## src/rtl/pwm14_pkg.sv

```systemverilog
package pwm14_pkg;
  localparam int COARSE_W_DEF = 8;
  localparam int FINE_W_DEF   = 6;
  localparam int CLK_DIV_DEF  = 2;

  typedef enum logic {
    SRC_DAC = 1'b0,
    SRC_OFF = 1'b1
  } out_src_e;
endpackage

```

## src/rtl/pwm14_prescale.sv

```systemverilog
module pwm14_prescale #(
  parameter int DIV = 2
) (
  input  logic clk,
  input  logic rst_n,
  input  logic run,
  output logic tick
);
  localparam int DW = (DIV > 2) ? $clog2(DIV) : 1;
  localparam logic [DW-1:0] LAST = DW'(DIV - 1);

  logic [DW-1:0] div_q, div_d;

  always_comb begin
    tick  = run && (div_q == LAST);
    div_d = div_q;
    if (run) div_d = tick ? '0 : div_q + 1'b1;
  end

  always_ff @(posedge clk or negedge rst_n) begin
    if (!rst_n) div_q <= '0;
    else        div_q <= div_d;
  end
endmodule

```

## src/rtl/pwm14_regs.sv

```systemverilog
module pwm14_regs #(
  parameter int CW = 8,
  parameter int FW = 6
) (
  input  logic          clk,
  input  logic          rst_n,
  input  logic          wr_hi,
  input  logic          wr_lo,
  input  logic [CW-1:0] wr_data,
  input  logic          period_end,
  output logic [CW-1:0] coarse,
  output logic [FW-1:0] fine,
  output logic          pending
);
  logic [CW-1:0] stage_hi_q, stage_hi_d, coarse_q, coarse_d;
  logic [FW-1:0] stage_lo_q, stage_lo_d, fine_q, fine_d;
  logic          pend_q, pend_d, load;

  always_comb begin
    load       = pend_q && period_end;
    stage_hi_d = wr_hi ? wr_data : stage_hi_q;
    stage_lo_d = wr_lo ? wr_data[FW-1:0] : stage_lo_q;
    coarse_d   = load ? stage_hi_q : coarse_q;
    fine_d     = load ? stage_lo_q : fine_q;
    if (wr_lo)     pend_d = 1'b1;
    else if (load) pend_d = 1'b0;
    else           pend_d = pend_q;
  end

  always_ff @(posedge clk or negedge rst_n) begin
    if (!rst_n) begin
      stage_hi_q <= '0;
      stage_lo_q <= '0;
      coarse_q   <= '0;
      fine_q     <= '0;
      pend_q     <= 1'b0;
    end else begin
      stage_hi_q <= stage_hi_d;
      stage_lo_q <= stage_lo_d;
      coarse_q   <= coarse_d;
      fine_q     <= fine_d;
      pend_q     <= pend_d;
    end
  end

  assign coarse  = coarse_q;
  assign fine    = fine_q;
  assign pending = pend_q;


  load_chk: assert property (@(posedge clk) disable iff (!rst_n)
    (pend_q && period_end) |=> ({coarse_q, fine_q} == $past({stage_hi_q, stage_lo_q})));

  hold_chk: assert property (@(posedge clk) disable iff (!rst_n)
    !(pend_q && period_end) |=> $stable({coarse_q, fine_q}));

  pend_clr_chk: assert property (@(posedge clk) disable iff (!rst_n)
    (pend_q && period_end && !wr_lo) |=> !pend_q);

  hi_only_chk: assert property (@(posedge clk) disable iff (!rst_n)
    (!wr_lo && !pend_q) |=> !pend_q);
endmodule

```

## src/rtl/pwm14_wave.sv

```systemverilog
module pwm14_wave #(
  parameter int CW = 8,
  parameter int FW = 6
) (
  input  logic          clk,
  input  logic          rst_n,
  input  logic          tick,
  input  logic [CW-1:0] coarse,
  input  logic [FW-1:0] fine,
  output logic          period_end,
  output logic          wave
);
  localparam logic [CW-1:0] SEG_MAX = '1;

  logic [CW-1:0] seg_q, seg_d;
  logic [FW-1:0] frm_q, frm_d;
  logic [FW-1:0] hit;
  logic          extra;
  logic [CW:0]   width;

  // fine bit j matches a frame index whose low FW-j bits are 1 then zeros
  for (genvar j = 0; j < FW; j++) begin : g_fine
    localparam int L = FW - j;
    localparam logic [FW-1:0] PAT = FW'(1) << (L - 1);
    assign hit[j] = fine[j] && (frm_q[L-1:0] == PAT[L-1:0]);
  end

  always_comb begin
    period_end = tick && (seg_q == SEG_MAX);
    seg_d      = tick ? seg_q + 1'b1 : seg_q;
    frm_d      = period_end ? frm_q + 1'b1 : frm_q;
    extra      = |hit;
    width      = {1'b0, coarse} + {{CW{1'b0}}, extra};
    wave       = ({1'b0, seg_q} < width) && (seg_q != SEG_MAX);
  end

  always_ff @(posedge clk or negedge rst_n) begin
    if (!rst_n) begin
      seg_q <= '0;
      frm_q <= '0;
    end else begin
      seg_q <= seg_d;
      frm_q <= frm_d;
    end
  end


  full_high_chk: assert property (@(posedge clk) disable iff (!rst_n)
    (seg_q == SEG_MAX) |-> !wave);

  frozen_chk: assert property (@(posedge clk) disable iff (!rst_n)
    !tick |=> ($stable(seg_q) && $stable(frm_q)));
endmodule

```

## src/rtl/pwm14_dac.sv

```systemverilog
module pwm14_dac #(
  parameter int COARSE_W = pwm14_pkg::COARSE_W_DEF,
  parameter int FINE_W   = pwm14_pkg::FINE_W_DEF,
  parameter int CLK_DIV  = pwm14_pkg::CLK_DIV_DEF
) (
  input  logic                clk,
  input  logic                rst_n,
  input  logic                wr_hi,
  input  logic                wr_lo,
  input  logic [COARSE_W-1:0] wr_data,
  output logic                xfer_pending,
  input  logic                cnt_stop,
  input  logic                pol_inv,
  input  logic                out_sel,
  output logic                dac_out
);
  logic                tick, period_end, wave;
  logic [COARSE_W-1:0] coarse;
  logic [FINE_W-1:0]   fine;

  pwm14_prescale #(.DIV(CLK_DIV)) u_pre (
    .clk  (clk),
    .rst_n(rst_n),
    .run  (!cnt_stop),
    .tick (tick)
  );

  pwm14_regs #(.CW(COARSE_W), .FW(FINE_W)) u_regs (
    .clk       (clk),
    .rst_n     (rst_n),
    .wr_hi     (wr_hi),
    .wr_lo     (wr_lo),
    .wr_data   (wr_data),
    .period_end(period_end),
    .coarse    (coarse),
    .fine      (fine),
    .pending   (xfer_pending)
  );

  pwm14_wave #(.CW(COARSE_W), .FW(FINE_W)) u_wave (
    .clk       (clk),
    .rst_n     (rst_n),
    .tick      (tick),
    .coarse    (coarse),
    .fine      (fine),
    .period_end(period_end),
    .wave      (wave)
  );

  always_comb begin
    if (out_sel == pwm14_pkg::SRC_OFF) dac_out = 1'b0;
    else                               dac_out = wave ^ pol_inv;
  end


  off_low_chk: assert property (@(posedge clk) disable iff (!rst_n)
    out_sel |-> !dac_out);
endmodule

```

## config.mk

```make
export PLATFORM = sky130hd
export DESIGN_NAME = pwm14_dac
export DESIGN_NICKNAME = d
export VERILOG_FILES = /design/src/rtl/pwm14_pkg.sv /design/src/rtl/pwm14_prescale.sv /design/src/rtl/pwm14_regs.sv /design/src/rtl/pwm14_wave.sv /design/src/rtl/pwm14_dac.sv
export SDC_FILE = /design/constraint.sdc
export NUM_CORES = 1
export LEC_CHECK = 0
export BUFFER_PORTS_ARGS = -buffer_cell sky130_fd_sc_hd__buf_2
export CAP_MARGIN = 25
export CORE_MARGIN = 1
export CORE_UTILIZATION = 44
export DETAILED_ROUTE_END_ITERATION = 10
export PLACE_DENSITY_LB_ADDON = 0.12
export SYNTH_ARGS = -nofsm -noshare
export SYNTH_HDL_FRONTEND = slang
export SYNTH_HIERARCHICAL = 1
export SYNTH_SLANG_ARGS = --single-unit
```

## constraint.sdc

```tcl
create_clock -name clk -period 3.13 [get_ports clk]
set_input_delay 0 -clock clk [delete_from_list [all_inputs] [get_ports clk]]
set_output_delay 0 -clock clk [all_outputs]
set_load 0.02 [all_outputs]
```

## Yosys cells after proc, flatten, opt, wreduce, memory -nomap -nowiden

Index checks and enable logic that the tools add are counted.
W data, S select, Z words.

- Bits in registers: 44
- Input port bits: 15
- Output and inout port bits: 2
- Word-level logic and storage cells: 38

- Add/sub/neg operators: 4
- Order comparisons: 1
- Eq/ne operators: 7
- Muxes and demuxes: 4
- Bitwise gates (word level): 1
- Reduce and logical (&&, ||, !) cells: 13

Operators by type and width:

| kind | number |
|---|---|
| $logic_and A1 B1 Y1 | 10 |
| $add A8 B1 Y9 | 1 |
| $lt A8 B9 Y1 | 1 |
| $add A8 B1 Y8 const B | 1 |
| $eq A8 B8 Y1 const B | 1 |
| $ne A8 B8 Y1 const B | 1 |
| $add A6 B1 Y6 const B | 1 |
| $eq A6 B6 Y1 const B | 1 |
| $reduce_or A6 Y1 | 1 |
| $eq A5 B5 Y1 const B | 1 |
| $eq A4 B4 Y1 const B | 1 |
| $mux W1 | 4 |
| $eq A3 B3 Y1 const B | 1 |
| $eq A2 B2 Y1 const B | 1 |
| $reduce_bool A2 Y1 | 1 |
| $add A1 B1 Y1 const B | 1 |
| $logic_not A1 Y1 | 1 |
| $xor A1 B1 Y1 | 1 |

## Depth between registers and ports, before layout

- Depth after elaboration: 8
- Mapped depth: 15
- Gate-level depth less buffers: 15

## Modules after synthesis

Netlist, hierarchy kept.

Modules (own cells, without submodules):

| module | times used | cells each | area each (µm²) | sequential area each (µm²) |
|---|---|---|---|---|
| pwm14_regs | 1 | 63 | 1117.3 | 725.7 |
| pwm14_wave | 1 | 99 | 975.9 | 350.3 |
| pwm14_prescale | 1 | 3 | 41.3 | 25.0 |
| pwm14_dac | 1 | 3 | 16.3 | 0.0 |

## Worst setup path before layout

No wires, ideal clock.

- Path kind: reg-to-output
- From: register u_wave.frm_q[0]
- To: output dac_out
- Data arrival time: 2.605 ns
- Data required time: 3.130 ns
- Path slack: 0.525 ns
- Stages on the path, launching flop included: 16
- Buffers on the path: 0
- Cell sequence: dfrtp_1 -> inv_1 -> ha_1 -> o2111ai_1 -> nand3_1 -> ha_1 -> and3_1 -> nand3_1 -> xor2_1 -> ha_1 -> nand4_1 -> and3_1 -> o21ai_0 -> a31oi_1 -> xnor2_1 -> nor2_1

- Longest elaborated chain between the ends: 8
- Elaborated cells between the ends (all ways): 17
- Those cells by class: add/sub: 1; order compare: 1; eq/ne: 5; mux: 1; bitwise: 1; reduce/logical: 8

Ends and longest elaborated chain:

| what | RTL line | RTL |
|---|---|---|
| from (decl) | pwm14_wave.sv:16 | `logic [FW-1:0] frm_q, frm_d;` |
| from (signal assigned) | pwm14_wave.sv:43 | `frm_q <= frm_d;` |
| $eq A6 B6 Y1 (tied with other cells) | pwm14_wave.sv:25 | `assign hit[j] = fine[j] && (frm_q[L-1:0] == PAT[L-1:0]);` |
| $logic_and A1 B1 Y1 | pwm14_wave.sv:25 |  |
| $reduce_or A6 Y1 (*) | pwm14_wave.sv:32 | `extra = \|hit;` |
| $add A8 B1 Y9 (*) | pwm14_wave.sv:33 | `width = {1'b0, coarse} + {{CW{1'b0}}, extra};` |
| $lt A8 B9 Y1 (*) | pwm14_wave.sv:34 | `wave = ({1'b0, seg_q} < width) && (seg_q != SEG_MAX);` |
| $logic_and A1 B1 Y1 (*) | pwm14_wave.sv:34 |  |
| named net wave | pwm14_dac.sv:17 | `logic tick, period_end, wave;` |
| $xor A1 B1 Y1 (*) | pwm14_dac.sv:52 | `else dac_out = wave ^ pol_inv;` |
| $mux W1 (*) | pwm14_dac.sv:51 | `if (out_sel == pwm14_pkg::SRC_OFF) dac_out = 1'b0;` |
| to (decl) | pwm14_dac.sv:15 | `output logic dac_out` |

The timed path passes the listed nets; every way through them passes the cells marked *.

## Final worst setup path

Same ends and word-level chain as after synthesis.

==> results.json <==
{
  "synth_compound_area_share_pct": 3.49,
  "status": "finished clean",
  "r2r-start": "u_wave/seg_q[0]",
  "dieArea_mm2": 0.00517,
  "dp.final_hpwl_um": 2700,
  "die_w_um": 71.9,
  "maxSlewHeadroom_pct": 72.1,
  "synth_xor_area_share_pct": 8.55,
  "drtIter0Drc": 32,
  "hp-class": "input port to flop",
  "die_y_um": 71.9,
  "area_delta_synth_final_pct": 21.9,
  "combPwrFrac_pct": 21.9,
  "end_kind": "output pin",
  "ys_seq_area_share_pct": 51.2,
  "peakVddDrop_uv": 251,
  "cts.sinks": 44,
  "critPathRequiredTime_ns": 3.13,
  "drive_gt1_share_pct": 36.2,
  "wl_per_cell_um": 14.0,
  "clock_skew_ns": 0.00353,
  "vias": 1352,
  "path_delay_family": "adder cells",
  "drt_pre_antenna_iters": 3,
  "ioPinCount": 17,
  "crit_buf_inv": 2,
  "max_slew.worst_pin.slew_ns": 0.416,
  "cts_made_buffers": 5,
  "cpPeakStageDelay_ns": 0.39,
  "antenna_cells": 0,
  "holdWs_ns": 0.0178,
  "cp_cell_sequence": "inv_2 > ha_1 > a22oi_2 > nand3_2 > ha_4 > nand4_1 > nor2_1 > xnor2_1 > ha_1 > a21oi_1 > and3_1 > o21ai_1 > a31oi_1 > xnor2_1 > nor2_1 > buf_4",
  "drv_cap": 0,
  "postSynthAreaPerCell_um2": 12.8,
  "startpoint_type": "flop",
  "synth_warnings": 6,
  "drt-total-wl_um": 3850,
  "cp_slowest_cell": "dfrtp_1",
  "fmaxAchievable_mhz": 326,
  "pwr_density_cell_mw_per_mm2": 512,
  "cts-root-buf": "clkbuf_8",
  "p_sw_mw": 0.390,
  "startpoint": "u_wave/frm_q[0]",
  "nets": 234,
  "yosys-top-cells-count": "44 x dfrtp_1, 19 x mux2_2, 13 x ha_1, 13 x xnor2_1, 11 x nand2_1",
  "synth-edff-count": 0,
  "yosysTopAreaCellShare_pct": 51.2,
  "grt_overflow": 0,
  "synth_simple_gate_area_share_pct": 10.1,
  "synth_cell_type_count": 28,
  "fin_cells": 274,
  "async_reset_ff_share_pct": 100,
  "fillers": 402,
  "synth_mux_area_share_pct": 16.9,
  "grt_pass1_vias": 1409,
  "antenna_left": 0,
  "yosys-top-cells-area": "dfrtp_1 51%, mux2_2 9.9%, ha_1 7.6%, mux2_4 7.0%, xnor2_1 5.3%",
  "switching_share_pct": 29.1,
  "mappedNetlistArea_mm2": 0.00215,
  "synth_cells": 168,
  "ys.flop_type": "dfrtp_1",
  "period_minus_slack_ns": 3.07,
  "grt_max_degree": 45,
  "vias_per_cell": 4.93,
  "design.core.area_mm2": 0.00472,
  "crit_path_max_fanout": 4,
  "crit_type": "flop to output pin",
  "cts_buffer_depth": 2,
  "std_cell_rows": 25,
  "hp-start": "wr_lo",
  "synthAdderAreaFrac_pct": 7.56,
  "p_int_mw": 0.951,
  "final_max_slew_viol_count": 0,
  "p_seq_share_pct": 51.9,
  "p_clk_share_pct": 26.2,
  "synth_top_family_by_area": "multiplexers",
  "initial_core_util_pct": 45.5,
  "synth.largest_area_cell": "dfrtp_1",
  "clock_latency_ns": 0.29,
  "drc": 0,
  "grt_pass1_wl_um": 6420,
  "fin_crit_sh_pct": 98.0,
  "final_hold_viol_count": 0,
  "h-tree-depth": 2,
  "yosysMostFrequentCell": "dfrtp_1",
  "routabilityCongestion": 0.821,
  "cp.arrival_ns": 3.07,
  "dp.cells": 249,
  "ys_ff_latch": 44,
  "antenna_found_initial": 0,
  "grt_usage_pct": 16.3,
  "port_buffers": 16,
  "grt_setup_unrepaired": "true",
  "setup-violations-final": 0,
  "clkTransAtPathRegs_ns": 0.08,
  "cts_tree": "done",
  "p_leak_nw": 1.19,
  "synthesis.nets": 196
}
## metrics by stage
step	instance area [um2]	setup TNS, ns	util [%]	worst slack (ns)	power [mW]
after floorplan	2150	0	-	0.525	0.896
after global placement	2300	0	48.7	0.432	0.960
after detailed placement	2300	0	48.7	0.319	0.976
after CTS	2490	0	52.7	0.0166	1.34
after global routing	2620	-0.160	55.5	-0.160	1.43
final	2620	0	55.5	0.0620	1.34
## worst register-to-register path: cells and delay by family (launching register included)
kind | cells | cell delay (ns)
and+or+nand+nor | 3 | 0.57
DFF | 1 | 0.41
muxes | 1 | 0.38
adders and majority gates | 1 | 0.22
buffers and inverters | 1 | 0.22
## sequential cells by signal (all words and copies together) (netlist names)
register           cells
u_regs/coarse          8
u_regs/stage_hi_q      8
u_wave/seg_q           8
u_regs/fine            6
u_regs/stage_lo_q      6
u_wave/frm_q           6
u_pre/div_q            1
u_regs/pending         1
## path summary, 6_finish.rpt
check | to | slack [ns] | cells past startpoint
worst max-delay path | dac_out | 0.06 | 16
worst min-delay path | u_regs/pending | 0.02 | 2
worst max register to register | u_regs/coarse[1] | 1.22 | 6
worst min register to register | u_pre/div_q | 0.47 | 1
max in group asynchronous | u_regs/coarse[4] | 2.53 | 3
min in group asynchronous | u_pre/div_q | 0.13 | 2
## cells by family (layout without fill, tap and decap cells)
family | count (synthesis) | after routing
and+or+nand+nor | 40 | 40
buffers and inverters | 10 | 49
adders and majority gates | 13 | 13
muxes | 29 | 29
AOI/OAI and AO/OA | 11 | 11
xor gates and xnor gates | 21 | 21
DFF | 44 | 44
## per-layer routing
| layer | track usage [%] | vias to the layer above | share of wire, % |
|---|---|---|---|
| met1 | 19.5 | 664 | 45 |
| li1 | - | 661 | - |
| met5 | 0 | - | 0 |
| met3 | 2.92 | 7 | 2.1 |
| met2 | 29.0 | 20 | 51 |
| met4 | 6.54 | 0 | 1.5 |
## placed cells by master (no fill, tap or decap), types with 5 or more instances in the layout
master and count:
ha_1 10, buf_4 8, dfrtp_1 44, nor2_1 5, nand2_1 11, nand4_1 7, xnor2_1 13, xor2_1 8
inv_1 5, buf_2 15, clkbuf_8 5, dlygate4sd3_1 10, mux2_2 19, mux2_4 10
## layout make-up
class,count,area [um2],share of cell area (%)
clock inverter,2,16.3,0.621
inverter,7,26.3,1.00
clock buffer,6,72.6,2.77
timing repair buffer,34,255,9.74
multi-input combinational,114,1070,40.7
sequential,44,1100,42.0
tap,67,83.8,3.20
## power groups by stage
| stage | sequential (mW) | combinational, mW | clock, mW |
|---|---|---|---|
| 4_1_cts | 0.697 | 0.278 | 0.366 |
| 5_1_grt | 0.705 | 0.340 | 0.383 |
| 6_report | 0.697 | 0.294 | 0.351 |
| 3_5_place_dp | 0.709 | 0.267 | 0 |
| 3_3_place_gp | 0.708 | 0.251 | 0 |
| 2_1_floorplan | 0.690 | 0.205 | 0 |
## timing repair
| item | 4_1_cts | 5_1_grt |
|---|---|---|
| setup endpoints to repair | 1 | 1 |
| pin swaps | 1 | 13 |
| gates resized for setup | 0 | 15 |
| buffers inserted | 0 | 6 |
| hold endpoints to repair | 59 | 0 |
| hold buffers | 10 | 0 |
No activity file was read; power rests on OpenSTA's default activity.
